[config.mk]
export PLATFORM = sky130hd
export DESIGN_NAME = link_inv_encoder
export DESIGN_NICKNAME = d
export VERILOG_FILES = /design/src/rtl/link_enc_pkg.sv /design/src/rtl/link_pair_classifier.sv /design/src/rtl/link_ones_count.sv /design/src/rtl/link_cand_cost.sv /design/src/rtl/link_mode_select.sv /design/src/rtl/link_inv_encoder.sv
export SDC_FILE = /design/constraint.sdc
export NUM_CORES = 1
export LEC_CHECK = 0
export BUFFER_PORTS_ARGS = -buffer_cell sky130_fd_sc_hd__clkbuf_2
export CAP_MARGIN = 15
export CORE_ASPECT_RATIO = 1.2
export CORE_UTILIZATION = 45
export DETAILED_ROUTE_END_ITERATION = 8
export PLACE_DENSITY = 0.58
export SYNTH_ARGS = -nofsm -noshare
export SYNTH_HDL_FRONTEND = slang
export SYNTH_SLANG_ARGS = --single-unit
[constraint.sdc]
create_clock -name clk -period 26.9 [get_ports clk]
set_input_delay 5.38 -clock clk [delete_from_list [all_inputs] [get_ports clk]]
set_output_delay 5.38 -clock clk [all_outputs]
set_load 0.02 [all_outputs]
[src/rtl/link_enc_pkg.sv]
package link_enc_pkg;

  typedef enum logic [1:0] {
    MODE_NONE = 2'b00,
    MODE_EVEN = 2'b01,
    MODE_ODD  = 2'b10,
    MODE_FULL = 2'b11
  } link_mode_e;

  localparam int NUM_CAND = 4;

  // Candidate index order is also the tie-break priority.
  function automatic link_mode_e cand_to_mode(input logic [1:0] idx);
    case (idx)
      2'd0:    cand_to_mode = MODE_NONE;
      2'd1:    cand_to_mode = MODE_ODD;
      2'd2:    cand_to_mode = MODE_EVEN;
      default: cand_to_mode = MODE_FULL;
    endcase
  endfunction

endpackage

[src/rtl/link_pair_classifier.sv]
module link_pair_classifier #(
  parameter int W = 8
) (
  input  logic [W-1:0] prev_word,
  input  logic [W-1:0] cand_word,
  output logic [W-1:0] rise_vec,
  output logic [W-2:0] single_vec,
  output logic [W-2:0] opposed_vec
);

  logic [W-1:0] toggle;

  assign toggle   = prev_word ^ cand_word;
  assign rise_vec = ~prev_word & cand_word;

  for (genvar i = 0; i < W - 1; i++) begin : g_pair
    // exactly one line of the pair switches
    assign single_vec[i]  = toggle[i] ^ toggle[i+1];
    // both switch and end on different levels: opposite directions
    assign opposed_vec[i] = toggle[i] & toggle[i+1] & (cand_word[i] ^ cand_word[i+1]);
  end

endmodule

[src/rtl/link_ones_count.sv]
module link_ones_count #(
  parameter int N  = 8,
  parameter int CW = 5
) (
  input  logic [N-1:0]  bits_in,
  output logic [CW-1:0] count_out
);

  always_comb begin
    count_out = '0;
    for (int i = 0; i < N; i++) begin
      count_out = count_out + CW'(bits_in[i]);
    end
  end

endmodule

[src/rtl/link_cand_cost.sv]
module link_cand_cost #(
  parameter int W  = 8,
  parameter int CW = 5
) (
  input  logic [W-1:0]  prev_word,
  input  logic [W-1:0]  cand_word,
  output logic [CW-1:0] cost
);

  logic [W-1:0]  rise_vec;
  logic [W-2:0]  single_vec;
  logic [W-2:0]  opposed_vec;
  logic [CW-1:0] rise_n;
  logic [CW-1:0] single_n;
  logic [CW-1:0] opposed_n;

  link_pair_classifier #(.W(W)) u_class (
    .prev_word   (prev_word),
    .cand_word   (cand_word),
    .rise_vec    (rise_vec),
    .single_vec  (single_vec),
    .opposed_vec (opposed_vec)
  );

  link_ones_count #(.N(W), .CW(CW)) u_cnt_rise (
    .bits_in   (rise_vec),
    .count_out (rise_n)
  );

  link_ones_count #(.N(W-1), .CW(CW)) u_cnt_single (
    .bits_in   (single_vec),
    .count_out (single_n)
  );

  link_ones_count #(.N(W-1), .CW(CW)) u_cnt_opposed (
    .bits_in   (opposed_vec),
    .count_out (opposed_n)
  );

  assign cost = rise_n + single_n + (opposed_n << 1);

endmodule

[src/rtl/link_mode_select.sv]
module link_mode_select #(
  parameter int CW = 5
) (
  input  logic [3:0][CW-1:0] cost_in,
  output logic [1:0]         win_idx
);

  logic [CW-1:0] best;

  always_comb begin
    best    = cost_in[0];
    win_idx = 2'd0;
    for (int k = 1; k < 4; k++) begin
      if (cost_in[k] < best) begin
        best    = cost_in[k];
        win_idx = 2'(k);
      end
    end
  end

endmodule

[src/rtl/link_inv_encoder.sv]
module link_inv_encoder #(
  parameter int PAYLOAD_W = 8
) (
  input  logic                 clk,
  input  logic                 rst_n,
  input  logic                 flit_valid,
  output logic                 flit_ready,
  input  logic [PAYLOAD_W-1:0] flit_data,
  input  logic                 flit_head,
  output logic                 link_valid,
  input  logic                 link_ready,
  output logic [PAYLOAD_W-1:0] link_data,
  output logic [1:0]           link_mode
);
  import link_enc_pkg::*;

  localparam int CW = $clog2(4 * PAYLOAD_W);

  logic [PAYLOAD_W-1:0]              odd_mask;
  logic [PAYLOAD_W-1:0]              even_mask;
  logic [NUM_CAND-1:0][PAYLOAD_W-1:0] cand_mask;
  logic [NUM_CAND-1:0][PAYLOAD_W-1:0] cand_word;
  logic [3:0][CW-1:0]                 cand_cost;
  logic [1:0]                         win_idx;

  logic                 out_valid_q, out_valid_d;
  logic [PAYLOAD_W-1:0] out_data_q,  out_data_d;
  logic [1:0]           out_mode_q,  out_mode_d;
  logic                 accept;
  logic [PAYLOAD_W-1:0] enc_data;
  logic [1:0]           enc_mode;

  for (genvar b = 0; b < PAYLOAD_W; b++) begin : g_mask
    assign odd_mask[b]  = (b % 2) == 1;
    assign even_mask[b] = (b % 2) == 0;
  end

  assign cand_mask[0] = '0;
  assign cand_mask[1] = odd_mask;
  assign cand_mask[2] = even_mask;
  assign cand_mask[3] = '1;

  // out_data_q doubles as the reference (last driven) link word
  for (genvar k = 0; k < NUM_CAND; k++) begin : g_cand
    assign cand_word[k] = flit_data ^ cand_mask[k];
    link_cand_cost #(.W(PAYLOAD_W), .CW(CW)) u_cost (
      .prev_word (out_data_q),
      .cand_word (cand_word[k]),
      .cost      (cand_cost[k])
    );
  end

  link_mode_select #(.CW(CW)) u_select (
    .cost_in (cand_cost),
    .win_idx (win_idx)
  );

  always_comb begin
    if (flit_head) begin
      enc_data = flit_data;
      enc_mode = MODE_NONE;
    end else begin
      enc_data = cand_word[win_idx];
      enc_mode = cand_to_mode(win_idx);
    end
  end

  assign flit_ready = !out_valid_q || link_ready;
  assign accept     = flit_valid && flit_ready;

  always_comb begin
    out_valid_d = out_valid_q;
    out_data_d  = out_data_q;
    out_mode_d  = out_mode_q;
    if (accept) begin
      out_valid_d = 1'b1;
      out_data_d  = enc_data;
      out_mode_d  = enc_mode;
    end else if (link_ready) begin
      out_valid_d = 1'b0;
    end
  end

  always_ff @(posedge clk or negedge rst_n) begin
    if (!rst_n) begin
      out_valid_q <= 1'b0;
      out_data_q  <= '0;
      out_mode_q  <= MODE_NONE;
    end else begin
      out_valid_q <= out_valid_d;
      if (accept) begin
        out_data_q <= out_data_d;
        out_mode_q <= out_mode_d;
      end
    end
  end

  assign link_valid = out_valid_q;
  assign link_data  = out_data_q;
  assign link_mode  = out_mode_q;

endmodule

==> results_dict.tcl <==
set metrics [dict create \
    synth_edf_count 0 \
    ys_types 37 \
    num_io_pins 25 \
    hold_path_class "register to register" \
    gp_congestion 0.914 \
    reg2regPathDepth 34 \
    synth_top_family_by_area "adder cells" \
    dpl.hpwl_mm 8.45 \
    grt-ovfl-total 0 \
    worst_pin_slew_ps 652 \
    die-height_um 104 \
    clockBufferDepth 2 \
    fin_crit_ps 14670 \
    cts_buffers 3 \
    design.core.area_um2 8290 \
    drv_slew 0 \
    post-place-ws_ps 12030 \
    worstPathMaxFanout 7 \
    drtAntennaViolNets 0 \
    clockRootBuffer "clkbuf_8" \
    io_buffers 24 \
    max_slew_margin_pct 56.1 \
    fin_util_pct 50.6 \
    ys.flop_type "dfrtp_1" \
    r2r-end "link_data[2]$_DFFE_PN0P_" \
    crit_path_start "flit_data[3]" \
    synthAdderAreaFrac_pct 54.6 \
    synthTopCellsByCount "inv_1, ha_1, fa_1, and2_1, nand2_1" \
    synth-xor-area-share_pct 7.59 \
    finalHoldViolCount 0 \
    grt_pass1_vias 3097 \
    rsz0062_at_grt "no" \
    rr_startpoint "link_data[3]$_DFFE_PN0P_" \
    synth-simple-area-share_pct 10.4 \
    antenna_found_initial 0 \
    cap_violations 0 \
    clk_pin_slew_ps 50 \
    diodes 0 \
    fill_cells 853 \
    final_layout_size_suffix_gt1_share_pct 7.88 \
    clock_latency_ps 260 \
    setup_viol 0 \
    arrival_ps 14840 \
    status "finished, final reports clean" \
    required_ps 27060 \
    ys_warn_count 0 \
    synth_mux_area_share_pct 1.08 \
    yosys-top-cells-area "fa_1, ha_1, inv_1, dfrtp_1, xnor2_1" \
    viasPerCell 5.02 \
    drt_iter0_drc 81 \
    synth_top_area_cell "fa_1" \
    startpoint_type "primary input" \
    grt_usage_pct 22.5 \
    cp-endpoint "link_data[2]$_DFFE_PN0P_" \
    finalNetCount 596 \
    fin_skew_ps 6.24 \
    crit_path_end_kind "register" \
    finalWorstSetupSlack_ps 12230 \
    cts_resized 0 \
    synth_compound_area_share_pct 8.90 \
    seq_area_frac_synth_pct 7.02 \
    fp.dieArea_um2 9100 \
    setup_tns_ps 0 \
    drt_first_pass_iters 4 \
    syn_area_per_cell_um2 9.23 \
    netlist_instances 425 \
    die_x_um 87.2 \
    routed_wl_mm 9.11 \
    row_count 36 \
    grt_pass1_wl_mm 15.4 \
    routedWlPerCell_um 16.3 \
    drc_errors 0 \
    synth.most_common_cell "inv_1" \
    ctsHoldBuffers 0 \
    start_util_pct 47.3 \
    vias 2801 \
    htreeDepth 1 \
    syn2layout_area_growth_pct 6.98 \
    synth_nets 576 \
    max_freq_mhz 68.2 \
    yosysTopAreaCellShare_pct 27.6 \
    critPathKind "primary input to register" \
    grt_max_degree 13 \
    syn_area_um2 3920 \
    ff2ff_setup_slack_ps 17210 \
    crit_slowest_cell "fa_1" \
    clkSinkCount 11 \
    synthArstFlopShare_pct 100 \
    cts_setup_buffers 0 \
    cts_tree "done" \
    ys_ff_latch 11 \
    max_stage_delay_ps 580 \
    fin_crit_sh_pct 54.5 \
]
logic make-up after synthesis:
logic type / after synthesis
mux: 4
xor+xnor: 34
flops: 11
simple gates: 79
buf+inv: 109
compound gates: 49
fa+ha+maj: 139
metrics by stage:
stage	instance area (µm²)	cells	hold slack (ps)
floorplan	3920	425	590
global placement	4150	554	461
detailed placement	4150	554	470
CTS	4200	558	482
global route	4200	558	520
finish	4200	558	475
flip-flops by register name, summed over array words and instances, names as in the netlist:
name        flops
link_valid      1
link_data       8
link_mode       2
worst max-delay path, delay by kind of cell:
family          cells  cell delay [ps]
compound gates     13             2830
fa+ha+maj          13             5300
buf+inv             6              620
simple gates        3              730
cell usage in the layout (no fill, tap or decap), types with 2 or more instances in the layout:
master    synthesis  final
ha_1             84     84
clkbuf_2          0     24
dfrtp_1          11     11
inv_1           100    100
and2_1           22     22
mux2_2            2      2
clkbuf_8          0      3
nor3_1            2      2
xnor2_1          21     21
o21ai_0           8      8
fa_1             54     54
o221ai_1          4      4
a211o_1           3      3
nor2_1           16     16
o21ai_1           4      4
mux2i_1           2      2
a21o_1            7      7
nand2b_1          7      7
o211ai_1          2      2
nand4_1           5      5
nand2_1          22     22
a31oi_1           2      2
xor2_1           13     13
a21oi_1          12     12
layout make-up:
class,count,area (µm²),share of cell area [%]
multi-input combinational,305,3240,77.2
inverter,100,375,8.94
sequential,11,275,6.56
tap,114,143,3.40
timing repair buffer,24,120,2.86
clock buffer,4,45.0,1.07
worst min path at each step:
| stage | from | to | slack (ps) | depth (start not counted) |
|---|---|---|---|---|
| after floorplan | link_mode[0]$_DFFE_PN0P_ | link_mode[0]$_DFFE_PN0P_ | 590 | 2 |
| after global placement | link_mode[1]$_DFFE_PN0P_ | link_mode[1]$_DFFE_PN0P_ | 460 | 2 |
| after detailed placement | link_mode[0]$_DFFE_PN0P_ | link_mode[0]$_DFFE_PN0P_ | 470 | 2 |
| after CTS | link_mode[0]$_DFFE_PN0P_ | link_mode[0]$_DFFE_PN0P_ | 480 | 2 |
| after global routing | link_mode[0]$_DFFE_PN0P_ | link_mode[0]$_DFFE_PN0P_ | 520 | 2 |
| final | link_mode[0]$_DFFE_PN0P_ | link_mode[0]$_DFFE_PN0P_ | 470 | 2 |
routing by layer:
metal  vias to the layer above  track usage (%)  share of wire, %
met5                         -                0                 0
met4                         0             9.13               3.6
met3                        22             1.67               2.6
met2                        56             41.7                53
met1                      1351             26.1                40
li1                       1372                -                 -
Power is left out: the tool's default activity adds up to more than one toggle a clock period on the data nets, which glitch-free logic cannot reach.
